### src/rtl/dmac_pkg.sv
package dmac_pkg;
    typedef enum logic [1:0] {ST_IDLE, ST_RD, ST_WR} xfer_st_e;

    localparam logic [2:0] OFS_CTRL = 3'd0;
    localparam logic [2:0] OFS_SRC  = 3'd1;
    localparam logic [2:0] OFS_DST  = 3'd2;
    localparam logic [2:0] OFS_CNT  = 3'd3;
    localparam logic [2:0] OFS_STAT = 3'd4;

    localparam int BIT_EN   = 0;
    localparam int BIT_HIE  = 1;
    localparam int BIT_DIE  = 2;
    localparam int BIT_PRLO = 4;
    localparam int BIT_HALF = 0;
    localparam int BIT_DONE = 1;
endpackage

### src/rtl/dmac_cfg.sv
module dmac_cfg
    import dmac_pkg::*;
#(
    parameter int AW = 32,
    parameter int CW = 16
) (
    input  logic          clk,
    input  logic          rst_n,
    input  logic          cfg_we,
    input  logic [2:0]    cfg_addr,
    input  logic [31:0]   cfg_wdata,
    output logic [31:0]   cfg_rdata,
    input  logic          byte_done,
    output logic          en,
    output logic [AW-1:0] src,
    output logic [AW-1:0] dst,
    output logic [CW-1:0] rem,
    output logic          half,
    output logic          done,
    output logic          hie,
    output logic          die,
    output logic          irq
);
    localparam logic [AW-1:0] ONE_A = AW'(1);
    localparam logic [CW-1:0] ONE_C = CW'(1);

    typedef struct packed {
        logic          en;
        logic          hie;
        logic          die;
        logic [1:0]    prio;
        logic [AW-1:0] src;
        logic [AW-1:0] dst;
        logic [CW-1:0] rem;
        logic [CW-1:0] total;
        logic          half;
        logic          done;
    } cfg_t;

    cfg_t r_d, r_q;
    logic [CW-1:0] rem_dec;

    always_comb begin
        r_d     = r_q;
        rem_dec = r_q.rem - ONE_C;
        if (cfg_we) begin
            case (cfg_addr)
                OFS_CTRL: begin
                    r_d.en = cfg_wdata[BIT_EN];
                    if (!r_q.en) begin
                        r_d.hie  = cfg_wdata[BIT_HIE];
                        r_d.die  = cfg_wdata[BIT_DIE];
                        r_d.prio = cfg_wdata[BIT_PRLO+:2];
                    end
                end
                OFS_SRC: if (!r_q.en) r_d.src = cfg_wdata[AW-1:0];
                OFS_DST: if (!r_q.en) r_d.dst = cfg_wdata[AW-1:0];
                OFS_CNT: if (!r_q.en) begin
                    r_d.rem   = cfg_wdata[CW-1:0];
                    r_d.total = cfg_wdata[CW-1:0];
                end
                OFS_STAT: begin
                    if (cfg_wdata[BIT_HALF]) r_d.half = 1'b0;
                    if (cfg_wdata[BIT_DONE]) r_d.done = 1'b0;
                end
                default: ;
            endcase
        end
        if (byte_done) begin
            r_d.dst = r_q.dst + ONE_A;
            r_d.rem = rem_dec;
            if (rem_dec == (r_q.total >> 1)) r_d.half = 1'b1;
            if (rem_dec == '0)               r_d.done = 1'b1;
        end
    end

    always_ff @(posedge clk or negedge rst_n) begin
        if (!rst_n) r_q <= '0;
        else        r_q <= r_d;
    end

    always_comb begin
        cfg_rdata = '0;
        case (cfg_addr)
            OFS_CTRL: begin
                cfg_rdata[BIT_EN]      = r_q.en;
                cfg_rdata[BIT_HIE]     = r_q.hie;
                cfg_rdata[BIT_DIE]     = r_q.die;
                cfg_rdata[BIT_PRLO+:2] = r_q.prio;
            end
            OFS_SRC:  cfg_rdata[AW-1:0] = r_q.src;
            OFS_DST:  cfg_rdata[AW-1:0] = r_q.dst;
            OFS_CNT:  cfg_rdata[CW-1:0] = r_q.rem;
            OFS_STAT: begin
                cfg_rdata[BIT_HALF] = r_q.half;
                cfg_rdata[BIT_DONE] = r_q.done;
            end
            default: ;
        endcase
    end

    assign en   = r_q.en;
    assign src  = r_q.src;
    assign dst  = r_q.dst;
    assign rem  = r_q.rem;
    assign half = r_q.half;
    assign done = r_q.done;
    assign hie  = r_q.hie;
    assign die  = r_q.die;
    assign irq  = (r_q.half && r_q.hie) || (r_q.done && r_q.die);
endmodule

### src/rtl/dmac_xfer.sv
module dmac_xfer
    import dmac_pkg::*;
#(
    parameter int AW = 32,
    parameter int CW = 16
) (
    input  logic          clk,
    input  logic          rst_n,
    input  logic          en,
    input  logic [CW-1:0] rem,
    input  logic [AW-1:0] src,
    input  logic [AW-1:0] dst,
    input  logic          periph_req,
    output logic          periph_ack,
    output logic          mem_req,
    output logic          mem_we,
    output logic [AW-1:0] mem_addr,
    output logic [7:0]    mem_wdata,
    input  logic [7:0]    mem_rdata,
    input  logic          mem_gnt,
    output logic          byte_done
);
    typedef struct packed {
        xfer_st_e   st;
        logic [7:0] data;
        logic       ack;
    } xfer_t;

    xfer_t s_d, s_q;

    always_comb begin
        s_d       = s_q;
        s_d.ack   = 1'b0;
        mem_req   = 1'b0;
        mem_we    = 1'b0;
        mem_addr  = src;
        mem_wdata = s_q.data;
        byte_done = 1'b0;
        case (s_q.st)
            ST_IDLE: if (en && (rem != '0) && periph_req) s_d.st = ST_RD;
            ST_RD: begin
                mem_req = 1'b1;
                if (mem_gnt) begin
                    s_d.data = mem_rdata;
                    s_d.ack  = 1'b1;
                    s_d.st   = ST_WR;
                end
            end
            ST_WR: begin
                mem_req  = 1'b1;
                mem_we   = 1'b1;
                mem_addr = dst;
                if (mem_gnt) begin
                    byte_done = 1'b1;
                    s_d.st    = ST_IDLE;
                end
            end
            default: s_d.st = ST_IDLE;
        endcase
    end

    always_ff @(posedge clk or negedge rst_n) begin
        if (!rst_n) s_q <= '{st: ST_IDLE, data: '0, ack: 1'b0};
        else        s_q <= s_d;
    end

    assign periph_ack = s_q.ack;
endmodule

### src/rtl/dma_p2m_chan.sv
module dma_p2m_chan #(
    parameter int AW = 32,
    parameter int CW = 16
) (
    input  logic          clk,
    input  logic          rst_n,
    input  logic          cfg_we,
    input  logic [2:0]    cfg_addr,
    input  logic [31:0]   cfg_wdata,
    output logic [31:0]   cfg_rdata,
    input  logic          periph_req,
    output logic          periph_ack,
    output logic          mem_req,
    output logic          mem_we,
    output logic [AW-1:0] mem_addr,
    output logic [7:0]    mem_wdata,
    input  logic [7:0]    mem_rdata,
    input  logic          mem_gnt,
    output logic          irq
);
    logic          en, half, done, hie, die, byte_done;
    logic [AW-1:0] src, dst;
    logic [CW-1:0] rem;

    dmac_cfg #(.AW(AW), .CW(CW)) u_cfg (
        .clk(clk), .rst_n(rst_n), .cfg_we(cfg_we), .cfg_addr(cfg_addr),
        .cfg_wdata(cfg_wdata), .cfg_rdata(cfg_rdata), .byte_done(byte_done),
        .en(en), .src(src), .dst(dst), .rem(rem), .half(half), .done(done),
        .hie(hie), .die(die), .irq(irq)
    );

    dmac_xfer #(.AW(AW), .CW(CW)) u_xfer (
        .clk(clk), .rst_n(rst_n), .en(en), .rem(rem), .src(src), .dst(dst),
        .periph_req(periph_req), .periph_ack(periph_ack), .mem_req(mem_req),
        .mem_we(mem_we), .mem_addr(mem_addr), .mem_wdata(mem_wdata),
        .mem_rdata(mem_rdata), .mem_gnt(mem_gnt), .byte_done(byte_done)
    );
endmodule

### config.mk
export PLATFORM = sky130hd
export DESIGN_NAME = dma_p2m_chan
export DESIGN_NICKNAME = d
export VERILOG_FILES = /design/src/rtl/dmac_pkg.sv /design/src/rtl/dmac_cfg.sv /design/src/rtl/dmac_xfer.sv /design/src/rtl/dma_p2m_chan.sv
export SDC_FILE = /design/constraint.sdc
export NUM_CORES = 1
export LEC_CHECK = 0
export BUFFER_PORTS_ARGS = -buffer_cell sky130_fd_sc_hd__buf_2
export CAP_MARGIN = 10
export CORE_ASPECT_RATIO = 1.25
export CORE_MARGIN = 2
export CORE_UTILIZATION = 50
export CTS_CLUSTER_DIAMETER = 100
export CTS_CLUSTER_SIZE = 30
export DETAILED_ROUTE_END_ITERATION = 16
export GPL_TIMING_DRIVEN = 0
export PLACE_DENSITY = 0.81
export SLEW_MARGIN = 25
export SYNTH_ARGS = -nofsm -noshare
export SYNTH_HDL_FRONTEND = slang
export SYNTH_HIERARCHICAL = 1
export SYNTH_SLANG_ARGS = --single-unit
### constraint.sdc
create_clock -name clk -period 2.7 [get_ports clk]
set_input_delay 0.27 -clock clk [delete_from_list [all_inputs] [get_ports clk]]
set_output_delay 0.27 -clock clk [all_outputs]
set_load 0.005 [all_outputs]
==> impl_metrics.ini, run 1 <==
[clock_network]
clk_pin_slew_ns = 0.06
clock_path_buffers = 2
insertion_delay_ns = 0.43
postCtsSetupRepairBufs = 0
clockRootBuffer = clkbuf_16
cts_buffers = 17
ctsHtreeMaxLevel = 4
cts_tree = yes
cts_sinks = 113

[final_layout]
n_antenna_cell = 0
fin_nets = 1034
area_growth_pct = 20.5
drive_gt1_share_pct = 37.3

[critical_path]
worst-setup-path-type = register to register
critPathMaxFanout = 8
endpoint_kind = register
cpLargestDelayFamily = simple AND/OR/NAND/NOR gates
path_buf_inv = 1
slowest_delay_ns = 0.53
arrival_ns = 2.92
start_kind = register
cp_cell_sequence = inv_1 > ha_2 > or4b_4 > or4_4 > xor2_1 > a2bb2oi_2 > nand4_1 > o31ai_2
cp.required_ns = 3.03
slowest_stage = or4b_4

[floorplanning]
io_pins = 124
initial_core_util_pct = 51.4
rows = 50
dieArea_sq_um = 16400
die_w_um = 115
die_y_um = 143
coreArea_sq_um = 15000

[global_route]
grt_start_max_net_pins = 59
track_usage_pct = 30.1
grt_pass1_vias = 7030
grt_pass1_wl_um = 37300
grt_remaining_overflow = 0
antenna_found_initial = 0

[power_and_ir_drop]
max-vdd-ir-drop_mv = 0.389
pwr_density_cell_nw_per_um2 = 1010
p_leak_nw = 4.14

[drt]
wirelength_um = 24400
drc = 0
vias = 7253
firstDrtPassIters = 7
drtIter0Drc = 648
routed_via_density = 6.17
ant_nets = 0
wire_per_inst_um = 20.8

[timing]
slew_headroom_pct = 35.5
hold_viol_final = 0
fin_worst_skew_ns = 0.00561
worst_pin_slew_ns = 0.958
drv_slew = 0
timing.final.crit_share_pct = 95.7
timing.hold.ws_ns = 0.0756
fin_crit_ns = 2.58
rsz0062_at_grt = no
setup_viol = 0
max_freq_ghz = 0.387
tns_ns = 0

[synthesis]
synth-seq-cells = 113
synthAdderAreaFrac_pct = 0.973
synth_area_sq_um = 7710
yosysSeqAreaShare_pct = 36.7
yosys.area_share.simple_pct = 16.4
synth_compound_area_share_pct = 15.7
synth_top_family_by_area = simple AND/OR/NAND/NOR gates
syn_area_per_cell_sq_um = 9.17
synthFlopType = dfrtp_1
muxShareOfSynthArea_pct = 14.6
synth_edf_count = 0
async_flop_share_pct = 100
yosysWarnings = 6
postSynthNetCount = 895
synth_cells = 841
synth_cell_type_count = 65
synth_xor_xnor_area_share_pct = 3.63

[placed_design]
gpl.final_weighted_congestion = 0.936
dp_hpwl_um = 17700
port_buffers = 121

[flow_run]
drv_cap = 0

[run_status]
status = finished, final reports clean

[hold_path]
hp-class = input pin to register
[what timing repair did]
action | CTS | global route
endpoints found under the setup margin | 39 | 26
gates cloned | 0 | 0
hold endpoints to repair | 55 | 0
hold buffers | 1 | 0
pin swaps | 0 | 2
gates resized for setup | 13 | 17
[synthesized netlist by cell type, types with 7 or more instances]
cell type | n | area share, %
nor4_1 | 8 | 0.65
a22oi_1 | 13 | 1.3
o21ai_0 | 24 | 1.6
nor3_1 | 14 | 0.91
nand4_1 | 14 | 1.1
a22o_1 | 17 | 1.9
nor2b_1 | 9 | 0.73
xnor2_1 | 15 | 1.7
xor2_1 | 17 | 1.9
dfrtp_1 | 113 | 37
nand2_1 | 86 | 4.2
a21oi_1 | 49 | 3.2
nand3_1 | 17 | 1.1
buf_2 | 7 | 0.45
a31oi_1 | 9 | 0.73
buf_4 | 88 | 8.6
mux2_2 | 89 | 13
clkbuf_1 | 43 | 2.1
inv_1 | 13 | 0.63
a211oi_1 | 19 | 1.8
and3_1 | 7 | 0.57
nor2_1 | 69 | 3.4
[power breakdown]
| group | leakage [nW] | internal [mW] | switching (mW) |
|---|---|---|---|
| logic | 2.52 | 2.12 | 1.94 |
| clock network | 0.287 | 1.49 | 0.832 |
| registers | 1.33 | 2.27 | 0.760 |
| total | 4.14 | 5.88 | 3.53 |
[kinds of logic after synthesis]
kind of cell	Yosys count
AND/OR/NAND/NOR	261
AO/OA/AOI/OAI	178
buffers and inverters	155
flip-flops	113
multiplexers	96
XOR/XNOR	32
adder cells (fa/ha/maj)	6
[area by class of cell]
cell class	count	area, sq um
clock buffers	19	453
flip-flops and latches	113	2830
clock inverters	13	160
repair buffers	123	649
well taps	182	228
plain buffers	138	882
multi-input cells	573	4040
inverters	14	56.3
fillers	1270	5720
[worst paths after layout]
check	start	end	slack, ns	depth (start not counted)
max	u_cfg/rem[0]$_DFFE_PN0P_	u_cfg/half$_DFF_PN0_	0.12	8
min	mem_rdata[0]	u_xfer/mem_wdata[0]$_DFFE_PN0P_	0.08	2
max reg2reg	u_cfg/rem[0]$_DFFE_PN0P_	u_cfg/half$_DFF_PN0_	0.12	8
min reg2reg	u_cfg/r_q[4]$_DFFE_PN0P_	u_cfg/r_q[4]$_DFFE_PN0P_	0.50	2
max in group asynchronous	rst_n	u_cfg/dst[1]$_DFFE_PN0P_	1.61	3
min in group asynchronous	rst_n	u_cfg/r_q[17]$_DFFE_PN0P_	0.39	2
[cell usage in the layout, fill, tap and decap left out, types with 7 or more instances in the layout]
cell type  count
o21ai_0       24
inv_1         13
nand2_1       86
nor2b_1        9
a211oi_1      18
mux2_2        89
buf_4         88
buf_2        125
clkbuf_1      35
dfrtp_1      112
clkbuf_16     17
a31oi_1        9
nor2_1        69
nand3_1       16
nor3_1        11
a21oi_1       49
nand4_1       14
xnor2_1       15
xor2_1        17
a22o_1        17
and3_1         7
a22oi_1       13
[worst reg2reg max path: stages, from the launching register on]
cell	delay (ns)
dfrtp_2	0.46
inv_1	0.11
ha_2	0.23
or4b_4	0.53
or4_4	0.47
xor2_1	0.17
a2bb2oi_2	0.18
nand4_1	0.15
o31ai_2	0.20
[sequential cells by signal (all words and copies together) (netlist names)]
signal and cells:
u_cfg/half 1, u_xfer/mem_wdata 8, u_cfg/en 1, u_cfg/done 1, u_cfg/dst 32, u_cfg/rem 16, u_cfg/hie 1, u_xfer/periph_ack 1
u_xfer/s_q 2, u_cfg/r_q 17, u_cfg/die 1, u_cfg/src 32
[routing by layer]
metal | routed length, um | track usage (%) | up-vias | share of wire (%)
li1 | - | - | 3221 | -
met1 | 9380 | 35.7 | 3535 | 38
met2 | 12200 | 52.3 | 397 | 50
met3 | 1730 | 4.88 | 100 | 7.1
met4 | 1140 | 15.2 | 0 | 4.7
met5 | 0 | 0 | - | 0
[stage by stage]
stage	util [%]	power [mW]	instance area [sq um]	instances	setup WS, ns
after global routing	61.9	9.92	9290	1175	0.00966
final	61.9	9.42	9290	1175	0.117
after global placement	56.9	6.81	8550	1144	-0.564
after floorplan	-	5.60	7710	841	0.366
after CTS	61.6	9.32	9240	1178	0.0193
after detailed placement	57.2	6.91	8590	1145	-0.547
Note: power is estimated with default switching activity, not from simulation.
==> run 2: changes to the inputs <==
- ABC_AREA: unset -> 1
==> run 2 against run 1 <==
Compared with the run above:
- critical path depth increased by 2
- first-iteration DRC count increased by 0.31%
- hold slack got worse by 0.033 ns
- clock skew increased by 0.0028 ns
- die area increased by 3.1%
- power increased by 5.4%
- via count increased by 5.1%
- largest cell class unchanged
- global-route usage increased by 0.53 points
==> impl_metrics.ini, run 2 <==
[placed_design]
port_buffers = 123
dp_slack_ns = -0.0427
dp_hpwl_um = 18800
gpl.final_weighted_congestion = 0.999

[critical_path]
start_kind = register
endpoint_kind = register
arrival_ns = 2.89
critPathMaxFanout = 10
worst-setup-path-type = register to register
cp.required_ns = 3.03

[synthesis]
synthTopCellsByArea = dfrtp_1 (36%), nand2_1 (13%), buf_4 (8.5%), mux2_4 (5.5%), o21ai_0 (4.3%)
synth_area_leader_cell = dfrtp_1
async_flop_share_pct = 100
postSynthNetCount = 1063
synth_compound_area_share_pct = 13.8
synth-seq-cells = 113
synth_cell_type_count = 49
yosysSeqAreaShare_pct = 35.5
yosys.area_share.simple_pct = 24.2
yosys-top-cells-count = nand2_1 (267), dfrtp_1 (113), buf_4 (90), inv_1 (89), nor2_1 (72)
syn_area_per_cell_sq_um = 7.89
synth.top_cell.area_share_pct = 35.5
synth_area_sq_um = 7960
synth_edf_count = 0
synth_top_family_by_area = simple AND/OR/NAND/NOR gates
synthFlopType = dfrtp_1
synthAdderAreaFrac_pct = 0.943
synthMostInstantiatedCell = nand2_1
synth_xor_xnor_area_share_pct = 0.880
muxShareOfSynthArea_pct = 8.58
yosysWarnings = 6
synth_cells = 1009

[final_layout]
area_growth_pct = 20.1
fin_nets = 1207
layout_commonest_cell = nand2_1
fill_cells = 1416
drive_gt1_share_pct = 29.2
n_antenna_cell = 0
final_util_pct = 61.4
final_cell_mix = nand2_1 (267), buf_2 (125), dfrtp_1 (113)

[timing]
fin_worst_skew_ns = 0.00843
timing.hold.ws_ns = 0.0421
fin_crit_ns = 2.56
setup_viol = 0
hold_viol_final = 0
slew_headroom_pct = 41.1
rsz0062_at_grt = no
max_freq_ghz = 0.391
timing.final.crit_share_pct = 94.7
setup_slack_ns = 0.144
drv_slew = 0
worst_pin_slew_ns = 0.883

[drt]
wirelength_um = 24800
wire_per_inst_um = 18.0
drc = 0
routed_via_density = 5.53
firstDrtPassIters = 8
ant_nets = 0
vias = 7626
drtIter0Drc = 650

[power_and_ir_drop]
pwr-share-clk_pct = 25.8
max-vdd-ir-drop_mv = 0.472
p_int_mw = 6.15
p_comb_share_pct = 44.3
p_leak_nw = 4.74
p_sw_share_pct = 38.1
pwr_density_cell_nw_per_um2 = 1040
p_switching_mw = 3.78
seqPwrFrac_pct = 29.9

[floorplanning]
die_y_um = 145
die_w_um = 117
io_pins = 124
initial_core_util_pct = 51.1
rows = 51
dieArea_sq_um = 17000
coreArea_sq_um = 15600

[clock_network]
cts_sinks = 113
postCtsSetupRepairBufs = 0
cts_buffers = 17
cts_tree = yes
clk_pin_slew_ns = 0.05
ctsHtreeMaxLevel = 4
clock_path_buffers = 2
clockRootBuffer = clkbuf_16
insertion_delay_ns = 0.42

[flow_run]
drv_cap = 0

[global_route]
track_usage_pct = 30.6
grt_pass1_vias = 7749
antenna_found_initial = 0
grt_remaining_overflow = 0
grt_start_max_net_pins = 70
grt_pass1_wl_um = 39600

[run_status]
status = finished, final reports clean

[hold_path]
hp-class = input pin to register
==> run 2: cell count changes in the layout (fill, tap and decap cells not counted), sizes merged, moves of 19 or more <==
| cell | change |
|---|---|
| nand2 | +193 |
| a21oi | -19 |
| inv | +81 |
| o221ai | +20 |
| a211oi | -19 |
| mux2 | -38 |
| nand3 | +39 |
| clkbuf | -23 |
| o21ai | +46 |
==> run 2: per-layer routing <==
layer / global-route usage (%) / vias to the layer above / routed length, um
met1: 35.6 / 3592 / 9140
li1: - / 3564 / -
met2: 51.3 / 360 / 12500
met4: 19.2 / 0 / 1610
met5: 0 / - / 0
met3: 5.22 / 110 / 1590
==> run 2: area by class of cell <==
class	count	area, sq um	share of cell area, %
plain buffers	118	911	9.52
repair buffers	125	659	6.89
multi-input cells	681	3860	40.3
clock inverters	10	178	1.86
clock buffers	22	494	5.17
flip-flops and latches	113	2830	29.6
inverters	97	374	3.91
well taps	212	265	2.77
==> run 2: power groups by stage <==
| stage | Clock, mW | Combinational (mW) | Sequential (mW) |
|---|---|---|---|
| CTS | 2.58 | 4.37 | 2.95 |
| global route | 2.66 | 4.87 | 3.05 |
| finish | 2.56 | 4.39 | 2.97 |
| detailed placement | 0 | 4.34 | 2.97 |
| global placement | 0 | 4.24 | 2.95 |
| floorplan | 0 | 3.23 | 2.76 |
==> run 2: logic make-up after synthesis <==
family,count (synthesis)
xor+xnor,8
simple gates,445
fa+ha+maj,6
mux,51
compound gates,171
buf+inv,215
flops,113
==> run 2: stage by stage <==
step / total power [mW] / instance area (sq um) / cells / setup TNS [ns]
6_report: 9.93 / 9570 / 1378 / 0
3_5_place_dp: 7.31 / 8880 / 1345 / -0.309
2_1_floorplan: 5.99 / 7960 / 1009 / 0
5_1_grt: 10.6 / 9570 / 1378 / 0
4_1_cts: 9.90 / 9560 / 1378 / 0
3_3_place_gp: 7.19 / 8840 / 1344 / -9.85
==> run 2: final timing paths <==
path | cells after the start | slack [ns] | start | end
worst max-delay path | 10 | 0.14 | u_xfer/s_q[9]$_DFFE_PN0P_ | u_cfg/dst[21]$_DFFE_PN0P_
min in group asynchronous | 2 | 0.33 | rst_n | u_cfg/dst[18]$_DFFE_PN0P_
worst min register to register | 2 | 0.47 | u_xfer/mem_wdata[3]$_DFFE_PN0P_ | u_xfer/mem_wdata[3]$_DFFE_PN0P_
worst min-delay path | 3 | 0.04 | mem_rdata[6] | u_xfer/mem_wdata[6]$_DFFE_PN0P_
max in group asynchronous | 3 | 1.64 | rst_n | u_cfg/done$_DFF_PN0_
worst max register to register | 10 | 0.14 | u_xfer/s_q[9]$_DFFE_PN0P_ | u_cfg/dst[21]$_DFFE_PN0P_
==> run 2: critical path: stages (launching register included) <==
cell	delay, ns
dfrtp_1	0.40
inv_1	0.09
ha_1	0.19
buf_6	0.18
buf_12	0.16
nand2_1	0.06
inv_1	0.12
buf_4	0.24
clkbuf_1	0.69
nand2_1	0.14
a22oi_1	0.18
==> run 2: timing repair <==
action	CTS	global route
gates resized for setup	2	8
setup endpoints to repair	11	22
hold endpoints to repair	44	0
pin swaps	0	0
hold buffers	1	0
==> run 3: changes to the inputs <==
- SYNTH_HIERARCHICAL: 1 -> unset
==> run 3 against run 2 <==
Compared with the run above:
- clock power is essentially flat
- maximum frequency grew 2.2%
- routed wire length grew 3.0%
- largest cell class unchanged
==> impl_metrics.ini, run 3 <==
[run_status]
status = finished, final reports clean

[critical_path]
r2r-end = u_cfg.dst[16]$_DFFE_PN0P_
cp_cell_sequence = inv_1 > ha_1 > clkbuf_2 > inv_1 > clkbuf_1 > o21ai_0 > buf_2
cpLargestDelayFamily = buffers and inverters
cp_common_cell = inv_1
start_kind = register
crit_end = mem_addr[6]
cp.required_ns = 2.43
r2r_start = u_xfer.s_q[9]$_DFFE_PN0P_
path_buf_inv = 5
endpoint_kind = output pin
slowest_delay_ns = 0.39
r2r_slack_ns = 0.22
cp_num_cells = 7
ff2ff_path_depth = 8
slowest_stage = dfrtp_1
arrival_ns = 2.23
worst-setup-path-type = register to output pin
critPathMaxFanout = 10
crit_start = u_xfer.s_q[9]$_DFFE_PN0P_

[global_route]
grt_pass1_wl_um = 40500
antenna_found_initial = 0
grt_pass1_vias = 7781
grt_remaining_overflow = 0
track_usage_pct = 33.4
grt_start_max_net_pins = 72

[drt]
firstDrtPassIters = 6
routed_via_density = 5.88
wire_per_inst_um = 19.0
drc = 0
wirelength_um = 25600
vias = 7931
drtIter0Drc = 798
ant_nets = 0

[synthesis]
synth_cells = 1014
synth-seq-cells = 113
synth_area_sq_um = 7200
async_flop_share_pct = 100
synth_cell_type_count = 46
synthMostInstantiatedCell = nand2_1
yosysSeqAreaShare_pct = 39.2
yosys-top-cells-count = nand2_1 (285), inv_1 (116), dfrtp_1 (113), o21ai_0 (89), nor2_1 (70)
synth_edf_count = 0
synth_area_leader_cell = dfrtp_1
synth.top_cell.area_share_pct = 39.2
syn_area_per_cell_sq_um = 7.10
postSynthNetCount = 1068
synthTopCellsByArea = dfrtp_1 (39%), nand2_1 (15%), o21ai_0 (6.2%), inv_1 (6.0%), nand3_1 (3.9%)
yosysWarnings = 0
synthFlopType = dfrtp_1

[final_layout]
n_antenna_cell = 0
fill_cells = 1345
drive_gt1_share_pct = 20.2
final_cell_mix = nand2_1 (285), buf_2 (133), inv_1 (116)
area_growth_pct = 21.5
final_area_sq_um = 8750
fin_nets = 1212
multiInputGateArea_sq_um = 3660
layout_commonest_cell = nand2_1
regArea_sq_um = 2830

[floorplanning]
initial_core_util_pct = 50.7
die_w_um = 111
io_pins = 124
rows = 49
dieArea_sq_um = 15400
die_y_um = 138
coreArea_sq_um = 14200

[timing]
hold_viol_final = 0
drv_slew = 0
max_freq_ghz = 0.400
timing.final.crit_share_pct = 92.6
fin_crit_ns = 2.50
setup_slack_ns = 0.200
setup_viol = 0
slew_headroom_pct = 46.6
rsz0062_at_grt = no
fin_worst_skew_ns = 0.00651
worst_pin_slew_ns = 0.801

[power_and_ir_drop]
pwr_density_cell_nw_per_um2 = 983
p_leak_nw = 4.27
max-vdd-ir-drop_mv = 0.503

[clock_network]
cts_buffers = 17
clockRootBuffer = clkbuf_16
insertion_delay_ns = 0.42
clk_pin_slew_ns = 0.06
postCtsSetupRepairBufs = 0
cts_sinks = 113
ctsHtreeMaxLevel = 4
clock_path_buffers = 2
cts_tree = yes

[placed_design]
dpl_cell_area_sq_um = 8080
dp_slack_ns = 0.343
gpl.final_weighted_congestion = 0.991
port_buffers = 123
dp_hpwl_um = 19000

[hold_path]
hp-class = input pin to register
hold_depth = 3

[flow_run]
drv_cap = 0
## run 3: changes by cell type after synthesis, sizes merged, moves of 7 or more
cell,change
a21oi,+19
buf,-79
clkbuf,+9
inv,+29
mux2,-50
nand2,+16
nor2,+7
o211ai,+9
o21ai,+28
o221ai,-8
o22ai,+13
## run 3: report_power, final
group	internal (mW)	total (mW)	switching [mW]
sequential	2.24	2.83	0.596
clock	1.65	2.53	0.879
combinational	1.16	3.24	2.08
## run 3: routing by layer
layer  up-vias  share of wire (%)  GRT usage (%)
li1       3662                  -              -
met1      3702                 36           39.3
met2       440                 50           56.9
met3       127                8.2           6.01
met4         0                6.1           19.6
met5         -                  0              0
## run 3: how the worst min path moves through the flow
stage                                         start                               to  slack (ns)
floorplan                                     rst_n            u_cfg.die$_DFFE_PN0P_       -0.03
global placement    u_xfer.mem_wdata[7]$_DFFE_PN0P_  u_xfer.mem_wdata[7]$_DFFE_PN0P_        0.46
detailed placement                            rst_n  u_xfer.mem_wdata[3]$_DFFE_PN0P_        0.22
CTS                                    mem_rdata[7]  u_xfer.mem_wdata[7]$_DFFE_PN0P_        0.04
global route                           mem_rdata[0]  u_xfer.mem_wdata[0]$_DFFE_PN0P_        0.05
finish                                 mem_rdata[7]  u_xfer.mem_wdata[7]$_DFFE_PN0P_        0.04
## run 3: cell type report
class,count,area share [%]
clock buffer,17,4.86
tap,178,2.55
inverter,126,5.40
multi-input combinational,727,41.8
sequential,113,32.3
buffer,48,2.89
timing repair buffer,125,7.54
clock inverter,15,2.66
## run 3: per-stage QoR
step / instances / util [%] / setup TNS, ns / hold slack [ns] / power [mW]
detailed placement: 1316 / 56.8 / 0 / 0.220 / 5.99
finish: 1349 / 61.5 / 0 / 0.0373 / 8.60
floorplan: 1014 / - / 0 / -0.0256 / 4.81
CTS: 1349 / 61.5 / 0 / 0.0399 / 8.51
global placement: 1315 / 56.5 / -7.24 / 0.464 / 5.91
global route: 1349 / 61.5 / 0 / 0.0539 / 9.10
## run 3: what timing repair did
action	CTS	global route
hold buffers	1	0
gates resized for setup	3	4
setup endpoints to repair	11	21
hold endpoints to repair	42	0
## run 3: logic make-up after synthesis
group / Yosys count / synth area share [%]
simple gates: 479 / 29.3
compound gates: 233 / 19.3
buf+inv: 174 / 9.99
flops: 113 / 39.2
xor+xnor: 8 / 0.973
fa+ha+maj: 6 / 1.04
mux: 1 / 0.156
## run 3: worst reg2reg max path: stages, from the launching register on
cell and delay [ns]:
dfrtp_1 0.37, inv_1 0.07, ha_1 0.22, nand2_1 0.41
inv_2 0.23, nor2_1 0.17, clkbuf_1 0.52, a21oi_1 0.21
a22oi_1 0.21
